`src/rtl/ser_tx_pkg.sv`:
```
package ser_tx_pkg;

   // Bit order selected for a byte at write time
   typedef enum logic {
      ORD_MSB_FIRST = 1'b0,
      ORD_LSB_FIRST = 1'b1
   } bit_order_e;

   localparam int unsigned DEF_DATA_W = 8;

endpackage

```
`src/rtl/ser_tx_hold.sv`:
```
module ser_tx_hold
   import ser_tx_pkg::*;
#(
   parameter int unsigned DATA_W    = 8,
   parameter logic [DATA_W-1:0] RST_VAL = '1
) (
   input  logic              clk,
   input  logic              rst_n,
   input  logic              wr_en,
   input  logic [DATA_W-1:0] wr_data,
   input  bit_order_e        order,
   input  logic              take,
   output logic [DATA_W-1:0] hold_q,
   output logic              empty_q
);

   logic [DATA_W-1:0] mirrored;
   logic [DATA_W-1:0] store_val;

   // Bit-reversed copy of the write data
   for (genvar gi = 0; gi < DATA_W; gi++) begin : g_mirror
      assign mirrored[gi] = wr_data[DATA_W-1-gi];
   end

   assign store_val = (order == ORD_LSB_FIRST) ? mirrored : wr_data;

   // A write in the same cycle as a transfer wins: it stays pending
   always_ff @(posedge clk or negedge rst_n) begin
      if (!rst_n) begin
         hold_q  <= RST_VAL;
         empty_q <= 1'b1;
      end else begin
         if (take) begin
            empty_q <= 1'b1;
         end
         if (wr_en) begin
            hold_q  <= store_val;
            empty_q <= 1'b0;
         end
      end
   end

endmodule

```
`src/rtl/ser_tx_shifter.sv`:
```
module ser_tx_shifter #(
   parameter int unsigned DATA_W     = 8,
   parameter logic        IDLE_LEVEL = 1'b1
) (
   input  logic              clk,
   input  logic              rst_n,
   input  logic              shift_en,
   input  logic              pending,
   input  logic [DATA_W-1:0] load_data,
   output logic              take,
   output logic              sdo,
   output logic              active_q
);

   localparam int unsigned CNT_W = $clog2(DATA_W + 1);
   localparam logic [CNT_W-1:0] FULL_CNT = CNT_W'(DATA_W);
   localparam logic [CNT_W-1:0] ONE_CNT  = CNT_W'(1);

   logic [DATA_W-1:0] sh_q;
   logic [CNT_W-1:0]  left_q;
   logic              last_bit;
   logic              step;

   assign step     = active_q && shift_en;
   assign last_bit = (left_q == ONE_CNT);
   // Load when idle, or on the edge that sends the final bit
   assign take     = pending && (!active_q || (step && last_bit));

   always_ff @(posedge clk or negedge rst_n) begin
      if (!rst_n) begin
         sh_q     <= '0;
         left_q   <= '0;
         active_q <= 1'b0;
      end else if (take) begin
         sh_q     <= load_data;
         left_q   <= FULL_CNT;
         active_q <= 1'b1;
      end else if (step) begin
         sh_q     <= {sh_q[DATA_W-2:0], 1'b0};
         left_q   <= left_q - ONE_CNT;
         if (last_bit) begin
            active_q <= 1'b0;
         end
      end
   end

   assign sdo = active_q ? sh_q[DATA_W-1] : IDLE_LEVEL;

endmodule

```
`src/rtl/ser_tx_path.sv`:
```
module ser_tx_path
   import ser_tx_pkg::*;
#(
   parameter int unsigned DATA_W     = DEF_DATA_W,
   parameter logic        IDLE_LEVEL = 1'b1
) (
   input  logic              clk,
   input  logic              rst_n,
   input  logic              wr_en,
   input  logic [DATA_W-1:0] wr_data,
   input  logic              lsb_first,
   output logic [DATA_W-1:0] rd_data,
   input  logic              shift_en,
   output logic              sdo,
   output logic              hold_empty,
   output logic              busy
);

   localparam logic [DATA_W-1:0] HOLD_RST = '1;

   if (DATA_W < 2) begin : g_bad_width
      $error("ser_tx_path: DATA_W must be at least 2");
   end

   logic              take;
   logic [DATA_W-1:0] hold_q;
   bit_order_e        order;

   assign order = bit_order_e'(lsb_first);

   ser_tx_hold #(
      .DATA_W  (DATA_W),
      .RST_VAL (HOLD_RST)
   ) u_hold (
      .clk     (clk),
      .rst_n   (rst_n),
      .wr_en   (wr_en),
      .wr_data (wr_data),
      .order   (order),
      .take    (take),
      .hold_q  (hold_q),
      .empty_q (hold_empty)
   );

   ser_tx_shifter #(
      .DATA_W     (DATA_W),
      .IDLE_LEVEL (IDLE_LEVEL)
   ) u_shift (
      .clk       (clk),
      .rst_n     (rst_n),
      .shift_en  (shift_en),
      .pending   (!hold_empty),
      .load_data (hold_q),
      .take      (take),
      .sdo       (sdo),
      .active_q  (busy)
   );

   assign rd_data = hold_q;

endmodule

```
`config.mk`:
```
export PLATFORM = sky130hd
export DESIGN_NAME = ser_tx_path
export DESIGN_NICKNAME = d
export VERILOG_FILES = /design/src/rtl/ser_tx_pkg.sv /design/src/rtl/ser_tx_hold.sv /design/src/rtl/ser_tx_shifter.sv /design/src/rtl/ser_tx_path.sv
export SDC_FILE = /design/constraint.sdc
export NUM_CORES = 1
export LEC_CHECK = 0
export BUFFER_PORTS_ARGS = -buffer_cell sky130_fd_sc_hd__buf_4
export CORE_MARGIN = 2
export CORE_UTILIZATION = 47
export CTS_CLUSTER_DIAMETER = 30
export CTS_CLUSTER_SIZE = 16
export DETAILED_ROUTE_END_ITERATION = 8
export GPL_ROUTABILITY_DRIVEN = 0
export HOLD_SLACK_MARGIN = 0.1
export PLACE_DENSITY = 0.76
export SETUP_SLACK_MARGIN = 0.02
export SYNTH_ARGS = -nofsm -noshare
export SYNTH_HDL_FRONTEND = slang
export SYNTH_SLANG_ARGS = --single-unit
```
`constraint.sdc`:
```
create_clock -name clk -period 1.5 [get_ports clk]
set_input_delay 0.225 -clock clk [delete_from_list [all_inputs] [get_ports clk]]
set_output_delay 0.225 -clock clk [all_outputs]
set_load 0.02 [all_outputs]
```
==> metrics.yaml <==
pwr:
  vdd_drop_max_v: 0.00102
  power_density_mw_per_mm2: 1500
  p_leak_uw: 0.000694
critical_path:
  crit_path_top_delay_cell: "dfrtp_1"
  critical_path_class: "register to register"
  cp_num_buf_inv: 2
  crit_arrival_ns: 1.71
  critPathLaunchType: "register"
  r2r_cells: 6
  cp-end-kind: "register"
  crit_family: "flip-flops"
  cp_max_fo: 4
  required_ns: 1.71
  path_depth: 6
  cp_slowest_stage_delay_ns: 0.41
  worstPathCellList: "inv_2 > ha_4 > nand4bb_1 > a21oi_2 > buf_4 > mux2_4"
layout:
  seqCellArea_um2: 562
  drive_gt1_share_pct: 52.4
  fin_nets: 142
  antenna_cells: 0
  area_delta_synth_final_pct: 35.1
  n_fill_cell: 174
  instances_no_fill: 154
  multi_input_area_um2: 503
outcome:
  status: "finished with violations"
  violations: "setup timing"
timing:
  finalCritPeriodShare_pct: 101
  slew_violations: 0
  worstMarginPinSlew_ns: 0.288
  hold_viol_final: 0
  rsz0062_at_grt: "yes"
  fin_worst_skew_ns: 0.00225
  setup_slack_ns: -0.00781
  fin_crit_ns: 1.51
  hold_ws_ns: 0.164
  max-slew-margin-rel_pct: 80.7
  final-setup-viol-count: 4
  fmax_ghz: 0.663
route:
  via_per_inst: 5.11
  wl_per_cell_um: 13.2
  first_iter_violations: 12
  remaining_drc_errors: 0
  totalWireLength_um: 2030
  dr.pass1.iters: 2
  vias: 787
  ant_nets: 0
global_routing:
  gr-usage-met2_pct: 32.7
  met1_usage_pct: 18.4
  grt.busiest_layer: "met2"
  grt_antenna_before_repair: 0
  grt_pass1_vias: 790
  track_usage_pct: 17.0
  grt.overflow.total: 0
  grt_max_degree: 23
  grt_first_pass_wirelength_um: 3350
  use_met3_pct: 4.31
yosys:
  synthArstFlopShare_pct: 100
  seq_area_frac_synth_pct: 52.6
  synth_area_per_cell_um2: 11.6
  syn_inst: 92
  yosysWarnings: 0
  yosysTopAreaCellShare_pct: 30.4
  ys.flop_type: "dfrtp_1"
  post-synth-top-area-cell: "dfrtp_1"
  ys_top_cells_by_count: "mux2_2 (14), dfrtp_1 (13), a21oi_1 (10), nor2_1 (10)"
  ys_types: 25
  synth_edf_count: 0
  ys_top_cells_by_area: "dfrtp_1 (30%), dfstp_2 (22%), mux2_2 (15%)"
  syn_nets: 107
  netlist_area_mm2: 0.00107
  yosys.cell_count.top_type: "mux2_2"
  ys_ff_latch: 22
floorplan:
  initial_core_util_pct: 48.8
  rows: 17
  core_mm2: 0.00219
  ios: 24
  die_w_um: 51.7
  die_h_um: 51.7
  die_area_mm2: 0.00267
flow_run:
  maxCapViolations: 0
cts:
  cts_buffers: 3
  cts_num_sinks: 22
  clkSlewWorstSetupHoldPaths_ns: 0.12
  cts_root_buf: "clkbuf_4"
  htreeDepth: 1
  clk_latency_ns: 0.31
  clockBufferDepth: 2
  tritoncts: "built"
min_path:
  min_path_cells: 2
  hold_path.class: "primary input to register"
placed_design:
  dpl.hpwl_um: 1330
  portBuffers: 23
  place_inst: 143
metal layers:
layer | vias up | routed length [um]
li1 | 385 | -
met2 | 20 | 1070
met3 | 2 | 85
met4 | 0 | 10
met5 | - | 0
met1 | 380 | 866
state kept, by name, summed over array words and instances (netlist names):
name              count
u_hold.hold_q         8
u_shift.left_q        4
u_shift.active_q      1
u_hold.empty_q        1
u_shift.sh_q          8
power by group:
group	internal (uW)	switching [uW]	total (uW)
Sequential	789	124	913
Clock	270	181	451
Combinational	487	318	805
area by class of cell:
| type | instances | share of cell area, % |
|---|---|---|
| clock buffers | 3 | 1.56 |
| clock inverters | 1 | 2.08 |
| inverters | 4 | 1.04 |
| multi-input cells | 61 | 34.8 |
| flip-flops and latches | 22 | 38.9 |
| well taps | 28 | 2.43 |
| repair buffers | 35 | 19.2 |
repair_timing:
item / CTS / global route
setup endpoints to repair: 7 / 10
pin swaps: 1 / 1
hold buffers: 1 / 0
cloned: 0 / 0
hold endpoints to repair: 22 / 0
setup buffers: 4 / 2
resized for setup: 12 / 2
cell families (layout without fill, tap and decap cells):
kind of cell / after synthesis / in the layout / synth area share (%)
compound gates: 12 / 12 / 5.74
xor+xnor: 2 / 2 / 1.64
simple gates: 22 / 22 / 10.2
fa+ha+maj: 2 / 2 / 2.34
flops: 22 / 22 / 52.6
buf+inv: 9 / 43 / 4.33
mux: 23 / 23 / 23.2
per-stage QoR:
step	utilization (%)	area [um2]	setup TNS, ns	setup WS [ns]	total power (uW)
global route	65.9	1440	-0.644	-0.0918	2300
floorplan	-	1080	-0.0162	-0.00270	1350
CTS	64.9	1420	-0.0446	-0.0151	2150
global placement	58.7	1290	0	0.0379	1530
detailed placement	58.7	1290	-0.138	-0.0417	1560
finish	65.9	1440	-0.0222	-0.00781	2170
cell usage in the layout, fill, tap and decap left out, types with 3 or more instances in the layout:
master,count
dfstp_2,9
clkbuf_4,3
mux2_2,7
nor2_1,10
buf_4,31
buf_6,3
a21oi_1,9
inv_1,3
mux2_4,7
dfrtp_1,13
mux2i_1,9
nand2_1,4
path summary, 6_finish.rpt:
check / slack [ns] / endpoint / startpoint
worst min-delay path: 0.16 / u_hold.empty_q$_DFFE_PN1P_ / wr_en
worst min register to register: 0.48 / u_shift.active_q$_DFFE_PN0P_ / u_hold.empty_q$_DFFE_PN1P_
worst max-delay path: -0.008 / u_shift.sh_q[1]$_DFFE_PN0P_ / u_shift.left_q[1]$_DFFE_PN0P_
min in group asynchronous: 0.32 / u_shift.sh_q[3]$_DFFE_PN0P_ / rst_n
max in group asynchronous: 0.90 / u_hold.empty_q$_DFFE_PN1P_ / rst_n
worst max register to register: -0.008 / u_shift.sh_q[1]$_DFFE_PN0P_ / u_shift.left_q[1]$_DFFE_PN0P_
No activity file was read; power rests on OpenSTA's default activity.
